[src/rtl/rtc_vault_pkg.sv]
package rtc_vault_pkg;

    localparam int REG_W  = 32;
    localparam int ADDR_W = 5;

    localparam logic [ADDR_W-1:0] OFF_SEC    = 5'h00;
    localparam logic [ADDR_W-1:0] OFF_SUB    = 5'h04;
    localparam logic [ADDR_W-1:0] OFF_ALM    = 5'h08;
    localparam logic [ADDR_W-1:0] OFF_ALMSUB = 5'h0C;
    localparam logic [ADDR_W-1:0] OFF_CTRL   = 5'h10;
    localparam logic [ADDR_W-1:0] OFF_STAT   = 5'h14;
    localparam logic [ADDR_W-1:0] OFF_IEN    = 5'h18;

    localparam int BIT_BUSY = 10;
    localparam int BIT_PEND = 9;
    localparam int BIT_DONE = 8;
    localparam int BIT_ERR  = 7;
    localparam int BIT_ALM  = 4;
    localparam int BIT_NV   = 1;
    localparam int BIT_SV   = 0;
    localparam int BIT_RUN  = 3;

    localparam logic [REG_W-1:0] IRQ_MASK = (REG_W'(1) << BIT_PEND) | (REG_W'(1) << BIT_DONE)
                                          | (REG_W'(1) << BIT_ERR)  | (REG_W'(1) << BIT_ALM);

    typedef enum logic [2:0] {
        SEL_SEC, SEL_SUB, SEL_ALM, SEL_ALMSUB, SEL_CTRL, SEL_STAT, SEL_IEN, SEL_NONE
    } reg_sel_e;

    function automatic reg_sel_e decode_addr(input logic [ADDR_W-1:0] a);
        reg_sel_e s;
        case (a)
            OFF_SEC:    s = SEL_SEC;
            OFF_SUB:    s = SEL_SUB;
            OFF_ALM:    s = SEL_ALM;
            OFF_ALMSUB: s = SEL_ALMSUB;
            OFF_CTRL:   s = SEL_CTRL;
            OFF_STAT:   s = SEL_STAT;
            OFF_IEN:    s = SEL_IEN;
            default:    s = SEL_NONE;
        endcase
        return s;
    endfunction

endpackage

[src/rtl/rtc_vault_timebase.sv]
module rtc_vault_timebase #(
    parameter int SEC_W = 32,
    parameter int SUB_W = 15
) (
    input  logic             clk,
    input  logic             rst_n,
    input  logic             run,
    input  logic             tick,
    input  logic             ld_sec,
    input  logic             ld_sub,
    input  logic [SEC_W-1:0] wdata,
    output logic [SEC_W-1:0] sec_o,
    output logic [SUB_W-1:0] sub_o
);

    localparam logic [SUB_W-1:0] SUB_ONE = SUB_W'(1);
    localparam logic [SEC_W-1:0] SEC_ONE = SEC_W'(1);

    typedef struct packed {
        logic [SEC_W-1:0] sec;
        logic [SUB_W-1:0] sub;
    } tb_state_t;

    tb_state_t st_d, st_q;

    always_comb begin
        st_d = st_q;
        if (ld_sec) begin
            st_d.sec = wdata;
            st_d.sub = '0;
        end else if (ld_sub) begin
            st_d.sub = wdata[SUB_W-1:0];
        end else if (run && tick) begin
            st_d.sub = st_q.sub + SUB_ONE;
            if (st_q.sub == {SUB_W{1'b1}}) begin
                st_d.sec = st_q.sec + SEC_ONE;
            end
        end
    end

    always_ff @(posedge clk or negedge rst_n) begin
        if (!rst_n) begin
            st_q <= '0;
        end else begin
            st_q <= st_d;
        end
    end

    assign sec_o = st_q.sec;
    assign sub_o = st_q.sub;

endmodule

[src/rtl/rtc_vault_poster.sv]
module rtc_vault_poster #(
    parameter int WIN = 4
) (
    input  logic clk,
    input  logic rst_n,
    input  logic req,
    input  logic to_stat,
    output logic accept,
    output logic busy,
    output logic done
);

    localparam int CW = $clog2(WIN + 1);
    localparam logic [CW-1:0] CNT_LOAD = CW'(WIN);
    localparam logic [CW-1:0] CNT_ONE  = CW'(1);

    typedef struct packed {
        logic [CW-1:0] cnt;
        logic          stat_tgt;
    } post_state_t;

    post_state_t ps_d, ps_q;

    always_comb begin
        busy   = (ps_q.cnt != '0);
        accept = req && !busy;
        done   = (ps_q.cnt == CNT_ONE) && !ps_q.stat_tgt;
        ps_d   = ps_q;
        if (accept) begin
            ps_d.cnt      = CNT_LOAD;
            ps_d.stat_tgt = to_stat;
        end else if (busy) begin
            ps_d.cnt = ps_q.cnt - CNT_ONE;
        end
    end

    always_ff @(posedge clk or negedge rst_n) begin
        if (!rst_n) begin
            ps_q <= '0;
        end else begin
            ps_q <= ps_d;
        end
    end

endmodule

[src/rtl/rtc_vault_alarm.sv]
module rtc_vault_alarm #(
    parameter int SEC_W = 32
) (
    input  logic             clk,
    input  logic             rst_n,
    input  logic             ld_alm,
    input  logic             ld_almsub,
    input  logic [SEC_W-1:0] wdata,
    input  logic [SEC_W-1:0] sec,
    output logic [SEC_W-1:0] alm_o,
    output logic [SEC_W-1:0] almsub_o,
    output logic             hit_o
);

    typedef struct packed {
        logic [SEC_W-1:0] alm;
        logic [SEC_W-1:0] almsub;
    } alm_state_t;

    alm_state_t as_d, as_q;

    always_comb begin
        as_d = as_q;
        if (ld_alm) begin
            as_d.alm = wdata;
        end
        if (ld_almsub) begin
            as_d.almsub = wdata;
        end
    end

    always_ff @(posedge clk or negedge rst_n) begin
        if (!rst_n) begin
            as_q.alm    <= '1;
            as_q.almsub <= '0;
        end else begin
            as_q <= as_d;
        end
    end

    assign alm_o    = as_q.alm;
    assign almsub_o = as_q.almsub;
    assign hit_o    = (as_q.alm != {SEC_W{1'b1}}) && (sec == as_q.alm);

endmodule

[src/rtl/rtc_vault.sv]
module rtc_vault
    import rtc_vault_pkg::*;
#(
    parameter int SUB_W    = 15,
    parameter int POST_WIN = 4
) (
    input  logic              clk,
    input  logic              rst_n,
    input  logic              tick_in,
    input  logic [ADDR_W-1:0] bus_addr,
    input  logic              bus_we,
    input  logic [REG_W-1:0]  bus_wdata,
    output logic [REG_W-1:0]  bus_rdata,
    output logic              irq_out
);

    typedef struct packed {
        logic             run;
        logic [REG_W-1:0] ien;
        logic             done;
        logic             err;
        logic             alm;
        logic             nv;
        logic             sv;
    } top_state_t;

    top_state_t regs_d, regs_q;

    reg_sel_e         sel;
    logic             mapped;
    logic             accept;
    logic             busy;
    logic             done_ev;
    logic             run_en;
    logic [REG_W-1:0] ien_w;
    logic [REG_W-1:0] stat_vec;
    logic [REG_W-1:0] sec_w;
    logic [SUB_W-1:0] sub_w;
    logic [REG_W-1:0] alm_w;
    logic [REG_W-1:0] almsub_w;
    logic             alm_hit;
    logic             stat_wr;

    assign sel    = decode_addr(bus_addr);
    assign mapped = (sel != SEL_NONE);
    assign run_en = regs_q.run;
    assign ien_w  = regs_q.ien;

    rtc_vault_poster #(.WIN(POST_WIN)) u_poster (
        .clk     (clk),
        .rst_n   (rst_n),
        .req     (bus_we && mapped),
        .to_stat (sel == SEL_STAT),
        .accept  (accept),
        .busy    (busy),
        .done    (done_ev)
    );

    rtc_vault_timebase #(.SEC_W(REG_W), .SUB_W(SUB_W)) u_timebase (
        .clk    (clk),
        .rst_n  (rst_n),
        .run    (run_en),
        .tick   (tick_in),
        .ld_sec (accept && (sel == SEL_SEC)),
        .ld_sub (accept && (sel == SEL_SUB)),
        .wdata  (bus_wdata),
        .sec_o  (sec_w),
        .sub_o  (sub_w)
    );

    rtc_vault_alarm #(.SEC_W(REG_W)) u_alarm (
        .clk       (clk),
        .rst_n     (rst_n),
        .ld_alm    (accept && (sel == SEL_ALM)),
        .ld_almsub (accept && (sel == SEL_ALMSUB)),
        .wdata     (bus_wdata),
        .sec       (sec_w),
        .alm_o     (alm_w),
        .almsub_o  (almsub_w),
        .hit_o     (alm_hit)
    );

    assign stat_wr = accept && (sel == SEL_STAT);

    always_comb begin
        regs_d = regs_q;

        if (accept && (sel == SEL_CTRL)) begin
            regs_d.run = bus_wdata[BIT_RUN];
        end
        if (accept && (sel == SEL_IEN)) begin
            regs_d.ien = bus_wdata & IRQ_MASK;
        end

        // write done: cleared by any accepted write, set when a window closes
        if (accept) begin
            regs_d.done = 1'b0;
        end else if (done_ev) begin
            regs_d.done = 1'b1;
        end

        // write-one-to-clear, event set has priority
        if (stat_wr && bus_wdata[BIT_ERR]) regs_d.err = 1'b0;
        if (stat_wr && bus_wdata[BIT_ALM]) regs_d.alm = 1'b0;
        if (stat_wr && bus_wdata[BIT_NV])  regs_d.nv  = 1'b0;
        if (stat_wr && bus_wdata[BIT_SV])  regs_d.sv  = 1'b0;

        if (bus_we && !accept) regs_d.err = 1'b1;
        if (alm_hit)           regs_d.alm = 1'b1;
    end

    always_ff @(posedge clk or negedge rst_n) begin
        if (!rst_n) begin
            regs_q    <= '0;
            regs_q.nv <= 1'b1;
        end else begin
            regs_q <= regs_d;
        end
    end

    always_comb begin
        stat_vec           = '0;
        stat_vec[BIT_BUSY] = busy;
        stat_vec[BIT_PEND] = busy;
        stat_vec[BIT_DONE] = regs_q.done;
        stat_vec[BIT_ERR]  = regs_q.err;
        stat_vec[BIT_ALM]  = regs_q.alm;
        stat_vec[BIT_NV]   = regs_q.nv;
        stat_vec[BIT_SV]   = regs_q.sv;
    end

    assign irq_out = |(stat_vec & ien_w & IRQ_MASK);

    always_comb begin
        bus_rdata = '0;
        case (sel)
            SEL_SEC:    bus_rdata = sec_w;
            SEL_SUB:    bus_rdata = {{(REG_W-SUB_W){1'b0}}, sub_w};
            SEL_ALM:    bus_rdata = alm_w;
            SEL_ALMSUB: bus_rdata = almsub_w;
            SEL_CTRL:   bus_rdata[BIT_RUN] = run_en;
            SEL_STAT:   bus_rdata = stat_vec;
            SEL_IEN:    bus_rdata = ien_w;
            default:    bus_rdata = '0;
        endcase
    end

endmodule

[config.mk]
export PLATFORM = sky130hd
export DESIGN_NAME = rtc_vault
export DESIGN_NICKNAME = d
export VERILOG_FILES = /design/src/rtl/rtc_vault_pkg.sv /design/src/rtl/rtc_vault_timebase.sv /design/src/rtl/rtc_vault_poster.sv /design/src/rtl/rtc_vault_alarm.sv /design/src/rtl/rtc_vault.sv
export SDC_FILE = /design/constraint.sdc
export NUM_CORES = 1
export LEC_CHECK = 0
export CAP_MARGIN = 0
export CORE_MARGIN = 2
export CORE_UTILIZATION = 58
export DETAILED_ROUTE_END_ITERATION = 8
export DONT_BUFFER_PORTS = 1
export PLACE_DENSITY = 0.77
export SETUP_SLACK_MARGIN = 0.15
export SYNTH_ARGS = -nofsm -noshare
export SYNTH_HDL_FRONTEND = slang
export SYNTH_SLANG_ARGS = --single-unit
[constraint.sdc]
create_clock -name clk -period 2.3 [get_ports clk]
set_input_delay 0.46 -clock clk [delete_from_list [all_inputs] [get_ports clk]]
set_output_delay 0.46 -clock clk [all_outputs]
set_load 0.02 [all_outputs]
==> results.yml, run 1 <==
placed_design:
  port_buffers: 0
  place_congestion: 0.987
  hpwl_um: 14300
sta:
  hold_ws_ps: -274
  rsz0062_at_grt: "yes"
  timing.slew.headroom_pct: 67.9
  setup_violations: 4
  fin_ws_ps: -4.58
  drv_slew: 0
  final_period_minus_worst_setup_slack_ps: 2300
  hold_viol: 124
  final.setup_skew_ps: 9.60
  worst_pin_slew_ps: 477
  finalCritPeriodShare_pct: 100
  max_freq_ghz: 0.434
  tns_ps: -11.3
yosys:
  syn_avg_cell_area_um2: 10.4
  syn_nets: 701
  synth.area.top_cells: "dfrtp_1 (33%), dfstp_2 (13%), mux2_2 (12%)"
  synthCells: 655
  synth_cell_types: 48
  ys_ff_latch: 124
  synthArstFlopShare_pct: 100
  yosysMostFrequentCell: "dfrtp_1"
  yosysSeqAreaShare_pct: 46.1
  synthFlopType: "dfrtp_1"
  yosysWarnings: 0
  synth_edf_count: 0
  synth_top_area_cell: "dfrtp_1"
  synth_common_cells: "dfrtp_1 (91), mux2_2 (70), nand2_1 (51)"
  synth_area_um2: 6830
  synth_top_cell_area_share_pct: 33.4
route:
  drtPass1Iterations: 8
  ant_nets: 0
  routedWlPerCell_um: 24.1
  drc: 0
  drt-initial-drc-count: 567
  viasPerCell: 6.63
  wirelength_um: 21500
  vias: 5899
global_routing:
  grt_first_pass_wirelength_um: 32200
  grt.overflow.total: 0
  grtUsageTotal_pct: 33.2
  grt_pass1_vias: 5945
  grt_max_degree: 125
  antenna_found_initial: 0
power:
  p_total_uw: 7260
  p_comb_share_pct: 22.8
  switchingPower_uw: 2060
  powerDensity_nw_per_um2: 832
  clkPwrFrac_pct: 38.2
  power_switching_share_pct: 28.3
  p_int_uw: 5210
  p_seq_share_pct: 39.0
  peakVddDrop_mv: 0.665
  leakage_uw: 0.00404
cts:
  cts_tree: "yes"
  cts_buffer_depth: 2
  clk_pin_slew_ps: 50
  clock-sinks: 124
  cts.htree.levels: 4
  root_buffer: "clkbuf_16"
  cts_made_buffers: 17
  clk_latency_ps: 430
die:
  dieWidth_um: 112
  start_util_pct: 59.5
  fp-row-count: 39
  die_area_um2: 12700
  core_um2: 11500
  ioPinCount: 74
  die_h_um: 112
hold_path:
  min_path_type: "in -> async"
outcome:
  status: "finished, violations left"
  violations: "hold timing, setup timing"
worst_setup_path:
  critPathMaxFanout: 7
  crit_required_ps: 2590
  critPathCaptureType: "flop"
  arrival_ps: 2600
  cp-start-kind: "flop"
  path_class: "reg -> reg"
layout:
  seq_area_um2: 3140
  drive_gt1_share_pct: 37.9
  multi_input_area_um2: 3710
  area_delta_synth_final_pct: 27.9
  layout.nets: 780
  antenna_cells: 0
  n_fill_cell: 723
flow_run:
  drv_cap: 0
[cell usage in the layout, fill, tap and decap left out, drive strengths merged, types with 2 or more instances in the layout]
master	count
a21oi	44
a221o	8
a222oi	17
a22o	9
a22oi	19
and2	2
and3	4
and4	6
buf	94
bufinv	3
clkbuf	28
clkinv	4
dfrtp	91
dfstp	33
ha	5
inv	27
mux2	70
nand2	52
nand2b	3
nand3	22
nand4	32
nor2	30
nor3	13
nor4	14
o21ai	23
o22ai	2
or2	3
or3	2
or4	2
xnor2	40
xor2	36
[worst paths after layout]
kind	from	end	slack (ps)	cells past startpoint
worst max-delay path	u_poster.ps_q[2]	u_timebase.sec_o[19]	-5	11
worst min-delay path	rst_n	run_en	-270	0
worst max register to register	u_poster.ps_q[2]	u_timebase.sec_o[19]	-5	11
worst min register to register	regs_q[1]	regs_q[1]	480	1
max in group asynchronous	rst_n	u_alarm.alm_o[17]	2310	0
min in group clk	bus_wdata[1]	regs_q[1]	90	1
[worst max-delay path: stages, from the launching register on]
cell and delay [ps]:
dfrtp_1 380, inv_2 90, ha_4 150, ha_4 150, nand4bb_4 150, buf_4 170
or3_4 360, buf_6 150, nor2_4 200, buf_12 150, buf_8 130, o21ai_1 90
[per-stage QoR]
| stage | area [µm²] | cells | hold slack (ps) | utilization [%] | setup slack [ps] |
|---|---|---|---|---|---|
| CTS | 8350 | 869 | -280 | 72.8 | 33.1 |
| global placement | 7470 | 826 | 168 | 65.1 | -497 |
| detailed placement | 7470 | 826 | 168 | 65.1 | -582 |
| global route | 8730 | 890 | -288 | 76.2 | -77.8 |
| finish | 8730 | 890 | -274 | 76.2 | -4.58 |
| floorplan | 6960 | 655 | 164 | - | 51.4 |
[flip-flops by register name, indices dropped and copies added, names as in the netlist]
| name | flops |
|---|---|
| ien_w | 4 |
| u_alarm.almsub_o | 32 |
| u_poster.ps_q | 4 |
| u_timebase.sec_o | 32 |
| u_alarm.alm_o | 32 |
| run_en | 1 |
| regs_q | 4 |
| u_timebase.sub_o | 15 |
[timing repair]
action                                  4_1_cts  5_1_grt
pin swaps                                    22       21
gates cloned                                  0        5
gates resized for setup                      27       37
buffers inserted                             11       16
endpoints found under the setup margin       43       64
hold endpoints to repair                    124      124
[metal layers]
layer	track usage (%)	share of wire [%]
met4	14.9	3.5
met1	42.1	40
met5	0	0
met2	53.2	49
met3	9.40	7.8
[power groups by stage]
stage | clock network [µW] | logic (µW) | registers [µW]
final | 2770 | 1650 | 2840
after global routing | 2880 | 1770 | 2860
after CTS | 2800 | 1470 | 2820
after detailed placement | 0 | 1390 | 2840
after global placement | 0 | 1330 | 2820
after floorplan | 0 | 776 | 2840
[cells by family after synthesis]
logic type | after synthesis | synth area share (%)
buffers and inverters | 65 | 3.81
multiplexers | 71 | 11.7
adder cells (fa/ha/maj) | 5 | 0.916
AND/OR/NAND/NOR | 188 | 15.2
flip-flops | 124 | 46.1
XOR/XNOR | 76 | 9.75
AO/OA/AOI/OAI | 126 | 12.5
[final cells by class]
type	count	area share, %
flip-flops and latches	124	36.0
clock inverters	7	1.26
multi-input cells	467	42.5
clock buffers	25	5.79
well taps	143	2.05
repair buffers	97	11.2
inverters	27	1.22
Power figures use the tool's default switching activity.
==> run 2, diff against run 1 <==
CORE_UTILIZATION = 60   (was 58)
clock period = 2.45 ns   (was 2.3 ns; I/O delays follow)
==> run 2 against run 1 <==
The flow finishes with violations (hold timing); sequential share of layout area is 2.4 points higher; largest cell class unchanged; count of clock-buffer cells in the layout is 3 lower; critical path type unchanged; utilization is 1.7 points lower; critical path depth is 1 higher; die area is 3.2% lower; global-route usage is 0.37 points higher; routed wire length is 3.6% lower; setup slack better by 110 ps; combinational power is 27% lower; final cell count is 5.4% lower; largest power group unchanged.
==> results.yml, run 2 (synthesis results as in run 1) <==
outcome:
  status: "finished, violations left"
  violations: "hold timing"
sta:
  max_freq_ghz: 0.427
  worst_pin_slew_ps: 596
  fin_ws_ps: 109
  rsz0062_at_grt: "yes"
  tns_ps: 0
  final_period_minus_worst_setup_slack_ps: 2340
  setup_violations: 0
  finalCritPeriodShare_pct: 95.6
  drv_slew: 0
  hold_viol: 100
  final.setup_skew_ps: 8.78
  hold_ws_ps: -233
  timing.slew.headroom_pct: 60.1
layout:
  layout.nets: 735
  drive_gt1_share_pct: 32.1
  final_cell_mix: "dfrtp_1 (91), mux2_2 (70), nand2_1 (50)"
  area_delta_synth_final_pct: 19.8
  final_common_cell: "dfrtp_1"
  fin_util_pct: 74.5
  antenna_cells: 0
route:
  drtPass1Iterations: 6
  drc: 0
  drt-initial-drc-count: 871
  ant_nets: 0
  vias: 5733
  wirelength_um: 20700
  routedWlPerCell_um: 24.6
  viasPerCell: 6.81
worst_setup_path:
  r2r_cells: 12
  arrival_ps: 2660
  slowest_delay_ps: 400
  r2r-end: "u_timebase.sec_o[28]"
  rr_startpoint: "u_poster.ps_q[1]"
  path_class: "reg -> reg"
  cp_cell_sequence: "inv_2 -> ha_4 -> ha_4 -> nand4bb_4 -> buf_6 -> or3_4 -> buf_12 -> nor2_4 -> buf_6 -> buf_12 -> nand2_1 -> o21ai_0"
  critPathCaptureType: "flop"
  crit_required_ps: 2770
  critPathMaxFanout: 12
  slowest_stage: "dfrtp_1"
  rrSetupSlack_ps: 110
  cp-start-kind: "flop"
global_routing:
  grtUsageTotal_pct: 33.5
  grt_pass1_vias: 5931
  grt.overflow.total: 0
  antenna_found_initial: 0
  grt_first_pass_wirelength_um: 32200
  grt_max_degree: 125
cts:
  cts.htree.levels: 4
  clk_latency_ps: 420
  clock-sinks: 124
  clk_pin_slew_ps: 60
  cts_tree: "yes"
  cts_made_buffers: 17
  root_buffer: "clkbuf_16"
  cts_buffer_depth: 2
power:
  powerDensity_nw_per_um2: 798
  peakVddDrop_mv: 0.643
  leakage_uw: 0.00365
die:
  start_util_pct: 62.2
  dieWidth_um: 111
  die_h_um: 111
  ioPinCount: 74
  die_area_um2: 12200
  core_um2: 11000
  fp-row-count: 38
placed_design:
  port_buffers: 0
  hpwl_um: 13200
  dp_slack_ps: -10.7
  place_congestion: 0.969
flow_run:
  drv_cap: 0
hold_path:
  min_path_type: "in -> async"
[run 2: cell count changes in the layout (fill, tap and decap cells not counted), moves of 4 or more]
cell	delta
buf_12	-6
buf_4	-33
buf_6	-4
clkinvlp_4	+4
nand3_1	+4
nand3_2	-4
nor4_2	+5
nor4_4	-5
o21ai_0	+4
o21ai_1	-4
[run 2: worst max path at each step]
stage,slack (ps),from,cells past startpoint,end
6_report,110,u_poster.ps_q[1],12,u_timebase.sec_o[28]
5_1_grt,50,u_poster.ps_q[1],11,u_timebase.sec_o[7]
4_1_cts,150,u_timebase.sub_o[1],8,u_timebase.sec_o[15]
3_5_place_dp,-10,u_poster.ps_q[1],10,u_timebase.sec_o[15]
3_3_place_gp,120,u_poster.ps_q[1],10,u_timebase.sec_o[11]
2_1_floorplan,120,bus_addr[2],6,bus_rdata[1]
[run 2: critical path: cells and delay by family (launching register included)]
kind	cells	cell delay (ps)
flip-flops	1	400
AND/OR/NAND/NOR	4	720
adder cells (fa/ha/maj)	2	310
AO/OA/AOI/OAI	1	100
buffers and inverters	5	700
[run 2: layout make-up]
cell class / instances / area [µm²]
repair buffers: 53 / 579
well taps: 140 / 175
fillers: 737 / 2810
inverters: 27 / 104
flip-flops and latches: 124 / 3140
clock buffers: 22 / 474
clock inverters: 10 / 139
multi-input cells: 466 / 3560
[run 2: stage by stage]
step | power [µW] | std cells | area [µm²]
floorplan | 3350 | 655 | 6840
global placement | 3660 | 796 | 7190
finish | 6520 | 842 | 8180
detailed placement | 3730 | 796 | 7190
global route | 6770 | 842 | 8180
CTS | 6410 | 837 | 8070
[run 2: report_power, final]
| part | internal, µW | switching (µW) |
|---|---|---|
| Combinational | 595 | 601 |
| Sequential | 2360 | 372 |
| Clock | 1680 | 917 |
[run 2: layer usage]
metal	vias to the layer above	part of all wire [%]	wire length [µm]	track usage, %
li1	2461	-	-	-
met1	2834	39	8050	42.9
met2	355	48	9870	53.3
met3	83	9.6	1990	10.3
met4	0	3.9	800	13.8
met5	-	0	0	0
[run 2: timing repair]
action,in CTS,in global routing
gates resized for setup,23,14
endpoints found under the hold margin,124,124
setup endpoints to repair,79,83
pin swaps,4,11
buffers inserted,6,3
cloned,3,2
==> run 3, diff against run 2 <==
CORE_UTILIZATION = 50   (was 60)
PLACE_DENSITY = 0.66   (was 0.77)
clock period = 2.7 ns   (was 2.45 ns; I/O delays follow)
==> run 3 against run 2 <==
The flow still finishes with violations (hold timing); clock skew increased by 1.5 ps; critical path depth decreased by 7; via count down 6.2%; clock power decreased by 7%; die area grew 19%; setup slack gained 100 ps; sequential share of layout area is 1.9 points higher; global-route usage shrank 5.9 points; utilization down 16 points; largest power group unchanged; highest routed layer unchanged.
==> results.yml, run 3 (synthesis results as in run 1) <==
cts:
  cts.htree.levels: 4
  root_buffer: "clkbuf_16"
  clock-sinks: 124
  cts_buffer_depth: 2
  clk_latency_ps: 430
  cts_tree: "yes"
  cts_made_buffers: 17
  clk_pin_slew_ps: 60
route:
  drc: 0
  ant_nets: 0
  vias: 5380
  wirelength_um: 19300
  drtPass1Iterations: 5
  viasPerCell: 6.37
  routedWlPerCell_um: 22.9
  drt-initial-drc-count: 435
worst_setup_path:
  cp-start-kind: "primary input"
  rrSetupSlack_ps: 250
  crit_required_ps: 2160
  crit_start: "bus_addr[2]"
  critPathMaxFanout: 32
  path_class: "in -> out"
  r2r_cells: 8
  arrival_ps: 1950
  r2r-end: "u_timebase.sec_o[15]"
  critPathCaptureType: "output port"
  rr_startpoint: "u_timebase.sub_o[0]"
layout:
  layout.nets: 702
  antenna_cells: 0
  area_delta_synth_final_pct: 14.0
  drive_gt1_share_pct: 26.9
  n_fill_cell: 1125
  final_cell_mix: "dfrtp_1 (91), mux2_2 (70), nand2_1 (51)"
  final_common_cell: "dfrtp_1"
  seq_area_um2: 3140
  stdcell_area_um2: 7780
  multi_input_area_um2: 3480
die:
  ioPinCount: 74
  fp-row-count: 42
  die_area_um2: 14600
  start_util_pct: 51.3
  die_h_um: 121
  dieWidth_um: 121
  core_um2: 13300
sta:
  tns_ps: 0
  timing.slew.headroom_pct: 63.8
  hold_ws_ps: -190
  setup_violations: 0
  drv_slew: 0
  finalCritPeriodShare_pct: 92.2
  max_freq_ghz: 0.401
  final_period_minus_worst_setup_slack_ps: 2490
  worst_pin_slew_ps: 539
  final.setup_skew_ps: 10.3
  rsz0062_at_grt: "no"
  hold_viol: 92
hold_path:
  min_path_type: "in -> async"
global_routing:
  grt_max_degree: 125
  antenna_found_initial: 0
  grt.overflow.total: 0
  grt_pass1_vias: 5511
  grt_first_pass_wirelength_um: 30900
  grtUsageTotal_pct: 27.7
placed_design:
  place_congestion: 0.938
  hpwl_um: 13000
  placed_area_um2: 7120
  port_buffers: 0
outcome:
  status: "finished, violations left"
  violations: "hold timing"
power:
  powerDensity_nw_per_um2: 737
  leakage_uw: 0.00339
  peakVddDrop_mv: 0.460
flow_run:
  drv_cap: 0
run 3: changes by cell type in the layout (fill, tap and decap cells not counted), moves of 2 or more:
cell,previous run,this run
buf_6,5,1
clkbuf_16,19,17
clkbuf_1,2,4
clkinvlp_4,4,1
buf_16,2,0
buf_4,38,14
ha_4,2,0
inv_1,24,27
inv_2,2,0
nor3_2,8,10
or3_4,2,0
or3_1,0,2
run 3: per-layer routing:
layer / track usage, % / part of all wire [%] / vias up
met3: 6.27 / 6.2 / 36
met4: 10.4 / 2.4 / 0
met1: 36.6 / 43 / 2740
met2: 44.3 / 49 / 203
met5: 0 / 0 / -
li1: - / - / 2401
run 3: how the worst max path moves through the flow:
| stage | end | slack, ps | cells after the start |
|---|---|---|---|
| after floorplan | bus_rdata[9] | 180 | 6 |
| final | bus_rdata[5] | 210 | 5 |
| after global routing | u_timebase.sec_o[11] | 150 | 8 |
| after CTS | u_timebase.sec_o[15] | 160 | 10 |
| after detailed placement | u_timebase.sec_o[16] | 110 | 11 |
| after global placement | u_timebase.sec_o[16] | 240 | 11 |
run 3: cell type report:
class                      count  area share (%)
clock buffer                  24            6.19
clock inverter                 7            1.77
inverter                      27            1.30
multi-input combinational    466            44.7
sequential                   124            40.4
tap                          176            2.83
timing repair buffer          20            2.78
run 3: repair_timing:
item | CTS | global route
setup buffers | 1 | 0
endpoints found under the hold margin | 124 | 124
gates resized for setup | 1 | 5
pin swaps | 1 | 1
setup endpoints to repair | 19 | 27
run 3: where the power goes:
group | leakage, µW | internal [µW] | switching, µW
registers | 0.00157 | 2140 | 384
logic | 0.00152 | 400 | 383
clock network | 0.000300 | 1610 | 816
total | 0.00339 | 4150 | 1580
run 3: through the flow:
step | power (µW) | worst slack [ps] | hold WS, ps | utilization, % | instances
2_1_floorplan | 3040 | 184 | 244 | - | 655
4_1_cts | 5730 | 157 | -201 | 58.3 | 844
5_1_grt | 5950 | 155 | -200 | 58.6 | 844
3_5_place_dp | 3290 | 110 | 251 | 53.5 | 812
6_report | 5730 | 209 | -190 | 58.6 | 844
3_3_place_gp | 3240 | 237 | 250 | 53.5 | 812
run 3: critical path, stage by stage:
cell and delay (ps):
or3_1 470, nor3_2 230, buf_12 250, a22o_1 200
a221o_1 240
